===== config.mk =====
export PLATFORM = sky130hd
export DESIGN_NAME = bridge_cal_seq
export DESIGN_NICKNAME = d
export VERILOG_FILES = /design/src/rtl/bridge_cal_seq.sv
export SDC_FILE = /design/constraint.sdc
export NUM_CORES = 1
export LEC_CHECK = 0
export ABC_CLOCK_PERIOD_IN_PS = 3000
export CORE_MARGIN = 2
export CORE_UTILIZATION = 46
export CTS_CLUSTER_SIZE = 28
export DETAILED_ROUTE_END_ITERATION = 6
export PLACE_DENSITY = 0.77
export SLEW_MARGIN = 5
export SYNTH_ARGS = -nofsm -noshare
export SYNTH_HDL_FRONTEND = slang
export SYNTH_SLANG_ARGS = --single-unit

===== constraint.sdc =====
create_clock -name clk -period 3 [get_ports clk]
set_input_delay 0.75 -clock clk [delete_from_list [all_inputs] [get_ports clk]]
set_output_delay 0.75 -clock clk [all_outputs]
set_load 0.01 [all_outputs]

===== src/rtl/bridge_cal_seq.sv =====
module bridge_cal_seq #(
  parameter int W  = 24,
  parameter int DW = 4
) (
  input  logic          clk,
  input  logic          rst_n,
  input  logic          cfg_wr,
  input  logic [4:0]    cfg_data,
  input  logic          conv_valid,
  input  logic [W-1:0]  conv_data,
  output logic [DW-1:0] trim_dac,
  output logic [W-1:0]  nr_in_off,
  output logic [W-1:0]  nr_ref_off,
  output logic [W-1:0]  fine_off,
  output logic [W-1:0]  gain_word,
  output logic [W-1:0]  corr_data,
  output logic          corr_valid,
  output logic          ready_n,
  output logic          cal_mode,
  output logic          seq_err
);
  localparam int BW = (DW > 1) ? $clog2(DW) : 1;
  localparam logic signed [W:0] MAXV = (W+1)'((1 << (W-1)) - 1);
  localparam logic signed [W:0] MINV = -(W+1)'(1 << (W-1));

  typedef enum logic [2:0] {S_IDLE, S_NRIN, S_NRREF, S_SAR, S_FINE, S_GAIN} st_t;
  st_t st;
  logic [BW-1:0] idx;
  logic ref_pend, ratio_done;

  function automatic logic [W-1:0] sat(input logic signed [W:0] v);
    if (v > MAXV) return MAXV[W-1:0];
    if (v < MINV) return MINV[W-1:0];
    return v[W-1:0];
  endfunction

  wire signed [W:0] conv_x = $signed({conv_data[W-1], conv_data});
  wire signed [W:0] fine_x = $signed({fine_off[W-1], fine_off});
  wire [W-1:0] corr_sum = sat(conv_x + fine_x);
  wire [W-1:0] neg_res  = sat(-conv_x);
  wire busy = (st != S_IDLE);
  wire take = busy && conv_valid;
  wire [1:0] sel = cfg_data[1:0];
  wire cal_req = cfg_wr && !busy && cfg_data[4];
  wire bad_req = cal_req && ((sel == 2'b11) || (sel == 2'b01 && !ratio_done) ||
                 (sel == 2'b00 && ratio_done && (cfg_data[2] || cfg_data[3])));

  always_ff @(posedge clk) begin
    if (!rst_n) begin
      st <= S_IDLE; idx <= '0; ref_pend <= 1'b0; ratio_done <= 1'b0;
      trim_dac <= '0; nr_in_off <= '0; nr_ref_off <= '0; fine_off <= '0;
      gain_word <= '0; corr_data <= '0; corr_valid <= 1'b0;
      ready_n <= 1'b1; cal_mode <= 1'b0; seq_err <= 1'b0;
    end else begin
      corr_valid <= 1'b0;
      if (cfg_wr && !busy) cal_mode <= cfg_data[4];
      if (bad_req) seq_err <= 1'b1;
      else if (cal_req) begin
        case (sel)
          2'b10: begin
            st <= S_SAR; idx <= BW'(DW-1); ready_n <= 1'b1;
            trim_dac <= DW'(1) << (DW-1);
          end
          2'b01: begin st <= S_GAIN; ready_n <= 1'b1; end
          default: if (cfg_data[2] || cfg_data[3]) begin
            st <= cfg_data[2] ? S_NRIN : S_NRREF;
            ref_pend <= cfg_data[3];
            ready_n <= 1'b1;
          end
        endcase
      end
      if (!busy && !cal_mode && conv_valid) begin
        corr_valid <= 1'b1;
        corr_data  <= corr_sum;
      end
      if (take) begin
        case (st)
          S_NRIN: begin
            nr_in_off <= conv_data;
            if (ref_pend) st <= S_NRREF;
            else begin st <= S_IDLE; ready_n <= 1'b0; end
          end
          S_NRREF: begin
            nr_ref_off <= conv_data; ref_pend <= 1'b0;
            st <= S_IDLE; ready_n <= 1'b0;
          end
          S_SAR: begin
            trim_dac[idx] <= !conv_data[W-1];
            if (idx == '0) st <= S_FINE;
            else begin
              trim_dac[idx-1'b1] <= 1'b1;
              idx <= idx - 1'b1;
            end
          end
          S_FINE: begin
            fine_off <= neg_res; ratio_done <= 1'b1;
            st <= S_IDLE; ready_n <= 1'b0;
          end
          S_GAIN: begin
            gain_word <= corr_sum;
            st <= S_IDLE; ready_n <= 1'b0;
          end
          default: st <= S_IDLE;
        endcase
      end
    end
  end

  a_r6_busy_ready_high: assert property (@(posedge clk) disable iff (!rst_n)
    busy |-> ready_n);
  a_r8_err_sticky: assert property (@(posedge clk) disable iff (!rst_n)
    seq_err |=> seq_err);
  a_r9_no_corr_in_cal: assert property (@(posedge clk) disable iff (!rst_n)
    cal_mode |=> !corr_valid);
  a_r3_nr_frozen_after_ratio: assert property (@(posedge clk) disable iff (!rst_n)
    ratio_done |=> ($stable(nr_in_off) && $stable(nr_ref_off)));
  a_r10_cal_mode_held: assert property (@(posedge clk) disable iff (!rst_n)
    (cal_mode && !(cfg_wr && !cfg_data[4])) |=> cal_mode);
  a_r4_trim_stable_in_gain: assert property (@(posedge clk) disable iff (!rst_n)
    (st == S_GAIN) |=> $stable(trim_dac));
endmodule


Word level (Yosys, flattened, before mapping)
Index checks and enable logic that the tools add are counted.
{ "word_totals": {"register_bits": 135, "latch_bits": 0, "input_bits": 33, "ramBits": 0, "mem_count": 0, "elab_cells": 116, "mem_bits_ro": 0} }
{ "classes": {"n_mux": 55, "add_sub_neg": 3, "bitwise": 1, "div": 0, "n_shift": 0, "order_cmp": 8, "n_mul": 0, "n_reduce_logical": 27, "eq_ne": 8} }
{ "ops": {"columns": ["cell", "count"], "rows": [
  ["24-bit two-way mux", 8],
  ["25-bit by 24-bit greater-than comparator with 1-bit output, second input constant", 2],
  ["25-bit by 24-bit less-than comparator with 1-bit output, second input constant", 2],
  ["4-bit two-way mux", 7],
  ["24-bit by 24-bit adder with 25-bit output", 1],
  ["24-bit negator with 25-bit output", 1],
  ["1-bit two-way mux", 21],
  ["2-bit two-way mux", 8],
  ["3-bit two-way mux", 5],
  ["3-bit case mux with 2 select lines", 2],
  ["1-bit logical AND", 11],
  ["2-bit AND reduction", 4],
  ["3-bit by 2-bit equality test with 1-bit output, second input constant", 2],
  ["3-bit equality test, second input constant", 2],
  ["2-bit by 3-bit less-than comparator with 1-bit output, second input constant", 2],
  ["4-bit bitwise mux", 1],
  ["1-bit demux with 2-bit select", 2],
  ["2-bit equality test, second input constant", 2],
  ["2-bit by 1-bit >= comparator with 1-bit output, second input constant", 2],
  ["1-bit logical NOT", 4],
  ["2-bit logical NOT", 2],
  ["4-bit OR", 1],
  ["3-bit by 1-bit equality test with 1-bit output, second input constant", 1],
  ["1-bit logical OR", 3],
  ["6 further kinds", 6]
]} }

Longest topological paths before layout
{ "depth": {"depth_word": 12, "depth_mapped": 12, "ltp_nobuf": 11} }

Worst setup path before layout
OpenSTA, ideal clock, no wires.
{ "synth_path": {"path_kind": "input to register", "start": "in conv_data[7]", "end": "reg corr_data[0]", "setup_ps": 128, "arrival_time_ps": 2931, "setup_slack_ps": -59, "stages": 10, "required_time_ps": 2872, "path_cell_list": "ha_1 -> clkbuf_1 -> a2111o_1 -> o21ai_0 -> o31a_1 -> a21boi_0 -> mux2i_1 -> and2_1 -> clkbuf_1 -> a21oi_1"} }
{ "synth_between": {"elab_chain_len": 6, "elab_cells_between_ends": 9} }
{ "synth_lines": {"columns": ["item", "line", "source"], "rows": [
  ["from (decl)", "10", "input logic [W-1:0] conv_data,"],
  ["24-bit by 24-bit adder with 25-bit output (*)", "39", "wire [W-1:0] corr_sum = sat(conv_x + fine_x);"],
  ["25-bit by 24-bit less-than comparator with 1-bit output", "33", "if (v < MINV) return MINV[W-1:0];"],
  ["1-bit two-way mux (2 in a row)", "33", null],
  ["24-bit two-way mux", "34", "return v[W-1:0];"],
  ["24-bit two-way mux (*)", "33", null],
  ["to (signal assigned)", "74", "corr_data <= corr_sum;"],
  ["to (decl)", "16", "output logic [W-1:0] corr_data,"]
]} }
Mark *: on every way between the ends. The rest lies on a longest branch, timed or not. The select of a mux whose other input is x is not followed.
A chain may end at the register's enable or synchronous reset.

Final worst setup path
{ "layout_path": {"start": "in conv_data[1]", "end": "reg gain_word[12]"} }
{ "layout_between": {"elab_chain_len": 6, "elab_cells_between_ends": 9} }
{ "layout_lines": {"columns": ["item", "line", "source"], "rows": [
  ["24-bit by 24-bit adder with 25-bit output (*)", "39", null],
  ["25-bit by 24-bit less-than comparator with 1-bit output", "33", null],
  ["1-bit two-way mux (2 in a row)", "33", null],
  ["24-bit two-way mux", "34", null],
  ["24-bit two-way mux (*)", "33", null],
  ["to (signal assigned)", "100", "gain_word <= corr_sum;"],
  ["to (decl)", "15", "output logic [W-1:0] gain_word,"]
]} }
Marks and branches as above.

==> run metrics <==
Hold Path Class register to register; number of sinks handled by clock tree synthesis 135; DRC violations left 0; Wirelength per Cell 17.0 um; number of cells on the worst reg-to-reg path 11; Slew Viols, Final 0; startpoint of the lowest-slack register-to-register path fine_off[0]; Distinct cells, synth 66; placed cell count 1322; summed instance area of the synthesized netlist 7020 um^2; Chip Width 128 um; number of endpoints with negative hold slack in the final report 0; leakage power total 4.39 nW; Detailed Place HPWL 16.2 mm; Clock Latency Late Sink 0.43 ns; critical-path maximum fanout 4; number of DRC markers in iteration 0 570; register-to-register setup slack 0.30 ns; slowest cell on the critical path or3_1; initial core utilization 0.467; number of cells in the finished layout apart from fillers 1363; dominant combinational cell family by area after synthesis compound AO/OA/AOI/OAI gates; Clk Tree Root Cell clkbuf_16; top cells by area, synth dfxtp_1 (39%), a21oi_1 (9.8%), nand2_1 (8.4%); multi-input logic area 4310 um^2; Critical Path Max Stage Delay 0.41 ns; Routed WL 23.2 mm; maximum number of pins on one net before global-route repair 78; Yosys reg bits 135; detail-routed via count per cell 5.55; Post-Synth Simple-Gate Area 0.193; post-route minimum period 2.93 ns; met2 wire length 10.9 mm; global-route wire length before repair 36.2 mm; Site Rows 45; grt total ovfl 0; number of buffers created by CTS 17; Die Ht 128 um; proportion of synthesized chip area in sequential cells 0.385; nets@finish 1224; clock tree from TritonCTS built; Peak Freq 342 MHz; clock-pin slew reported for the worst setup and hold paths after clock tree synthesis 0.06 ns; warning count from the yosys run 0; layout-stage area growth over the synthesis result 51.9%; max layer used met4; pin slew with the least headroom to its limit 0.694 ns; area of the die 16300 um^2; worst setup path category input pin to register; average cell area after synthesis 7.84 um^2; Power Dens Cells 433 nW/um^2; most instantiated flip-flop cell in the synthesis netlist dfxtp_1; number of antenna violations at the first check in global routing 3; total length of routed met3 wires 1.47 mm; worst slack, placed -0.784 ns; remaining antenna violation count 0; fraction of registers with async set or reset after synthesis 0; worst ir drop on vdd 0.379 mV; number of buffers and inverters on the critical path 3; capture endpoint of the worst hold path nr_in_off[16]; vias in the first global route 7187; Arr. time, crit path 3.29 ns; hold depth 2; Clock Skews 0.00852 ns; Metal-1 WL 10.4 mm; net count of the mapped netlist 959; Reg-to-Reg End gain_word[12]; via count of the routed design 7560; mux contribution to synthesized area 0.00891; final worst setup slack 0.0719 ns; outcome completed; count of fill cells added during filler insertion 1190; Overall Power 4.62 mW; placeable core area 15000 um^2; total of hold buffers inserted after clock tree synthesis 0; required arrival time at the worst endpoint 3.36 ns; global placement routability congestion 0.923; Top delay family on crit path compound AO/OA/AOI/OAI gates; share of the cycle needed by the critical path after routing 0.976; fraction of the core area covered by cells at the end of the flow 0.709; total of endpoints with negative setup slack in the final report 0; CP Capture Type register; deepest level of the CTS H-tree 4; most repeated library cell on the critical path buf_4; max_slew headroom 0.537; Global Route Usage Sum 0.278; I/O pin cnt 161; total of buffers placed on input and output ports 160; EDFF count, synth 0; startpoint of the most critical hold path nr_in_off[16]; fraction of post-synthesis cell area in the top cell type by area 0.385; crit path launch type input pin; Yosys top cell by area dfxtp_1; cells traversed along the worst timing path dlygate4sd2_1 > buf_4 > ha_1 > a21o_1 > nand4_1 > a21oi_2 > nor2_2 > o21a_2 > buf_4 > mux2i_4 > or3_1 > a21oi_1; fraction of the mapped netlist area in compound gates 0.266; flip-flop and latch area 2700 um^2; Adder-Cell Fraction of Synth Area 0.0563; count of TritonRoute iterations in the first routing pass 5; Max Cap Viol 0; Max Root-Sink Buffers 2; share of final-layout standard cells stronger than drive strength 1 0.219; parity-gate share of the synthesized area counting xor and xnor cells 0.0412; cells after synthesis 895
through the flow:
stage          TNS (ns)  hold slack (ns)  instance area (um^2)
2_1_floorplan  -0.00903            0.463                  7030
3_3_place_gp     -45.49            0.441                  9700
3_5_place_dp     -48.91            0.447                  9700
4_1_cts        -0.00253            0.453                 10400
5_1_grt         -0.0687            0.469                 10700
6_report              0            0.454                 10700
final cells by class:
cell class / instances / share of cell area
well taps: 188 / 0.0221
inverters: 20 / 0.00704
repair buffers: 307 / 0.261
flip-flops and latches: 135 / 0.253
clock buffers: 23 / 0.0448
clock inverters: 8 / 0.00692
diodes: 3 / 0.000704
multi-input cells: 679 / 0.404
cell usage in the layout (no fill, tap or decap), types with 7 or more instances in the layout:
master             n
dfxtp_1          135
buf_4            143
ha_1              21
inv_1             18
a211oi_1           7
a21oi_1          130
xor2_1            12
nand3_1           16
dlymetal6s2s_1    16
nor3_1            11
nor2_1            38
or2_2              7
ha_4               7
clkdlybuf4s50_1  139
o21ai_0           80
a21o_1            13
a21oi_2           17
and2_1             9
clkbuf_16         17
nand2_1          157
xnor2_1           21
cells in the mapped netlist (all sizes together), types with 2 or more instances:
library cell	instances
o31a	4
mux2	2
nor2b	3
nand4	6
nor4b	4
nor3	14
or4	3
clkbuf	54
nand3b	3
mux2i	4
buf	8
nand2	157
a21o	13
inv	20
o31ai	5
and2	9
o21a	7
a2111oi	2
and3	4
nor4	9
o21ai	86
nand2b	6
dfxtp	135
o221a	5
a21boi	3
ha	30
or3	5
o22ai	3
a31oi	7
nor2	41
a311oi	5
nand3	18
xor2	12
a21oi	148
or2	8
o211ai	5
xnor2	21
o41ai	2
a211oi	7
worst max-delay path by stage:
stage                                to  slack [ns]  depth (start not counted)     startpoint
after detailed placement   gain_word[7]       -0.78                         12   conv_data[0]
after floorplan            corr_data[0]     -0.0005                         11  conv_data[18]
final                     gain_word[12]        0.07                         12   conv_data[1]
after global routing      gain_word[12]       -0.02                         12   conv_data[0]
after global placement    gain_word[10]       -0.72                         12   conv_data[0]
after CTS                 gain_word[21]      -0.003                         11   conv_data[3]
metal layers:
layer	track usage	up-vias
li1	-	3715
met1	0.363	3555
met2	0.459	256
met3	0.0683	34
met4	0.0776	0
met5	0	-
state kept, by name, summed over array words and instances, names as in the netlist:
name	flops
ref_pend	1
corr_data	24
idx	2
st	3
seq_err	1
fine_off	24
trim_dac	4
nr_ref_off	24
cal_mode	1
ratio_done	1
ready_n	1
nr_in_off	24
gain_word	24
corr_valid	1
repair_timing:
| action | in CTS | in global routing |
|---|---|---|
| hold endpoints to repair | 0 | 0 |
| endpoints found under the setup margin | 65 | 68 |
| pin swaps | 5 | 11 |
| gates resized for setup | 27 | 54 |
| cloned | 1 | 0 |
| buffers inserted | 5 | 1 |
power breakdown:
part / leakage, nW / internal, mW / switching [mW]
Sequential: 1.09 / 1.86 / 0.0436
Combinational: 3.03 / 0.346 / 0.373
Clock: 0.269 / 1.19 / 0.803
tightest hold or removal path: cells and delay by family (launching register included):
kind / cells / cell delay (ns)
AO/OA/AOI/OAI: 1 / 0.05
flip-flops: 1 / 0.31
AND/OR/NAND/NOR: 1 / 0.05
logic make-up (layout without fill, tap and decap cells):
group                      Yosys count  count (layout)
xor gates and xnor gates            33              33
AOI/OAI and AO/OA                  314             314
other                                0               3
adders and majority gates           31              31
DFF                                135             135
muxes                                6               7
buffers and inverters               82             358
and+or+nand+nor                    294             294
Power figures use the tool's default switching activity.
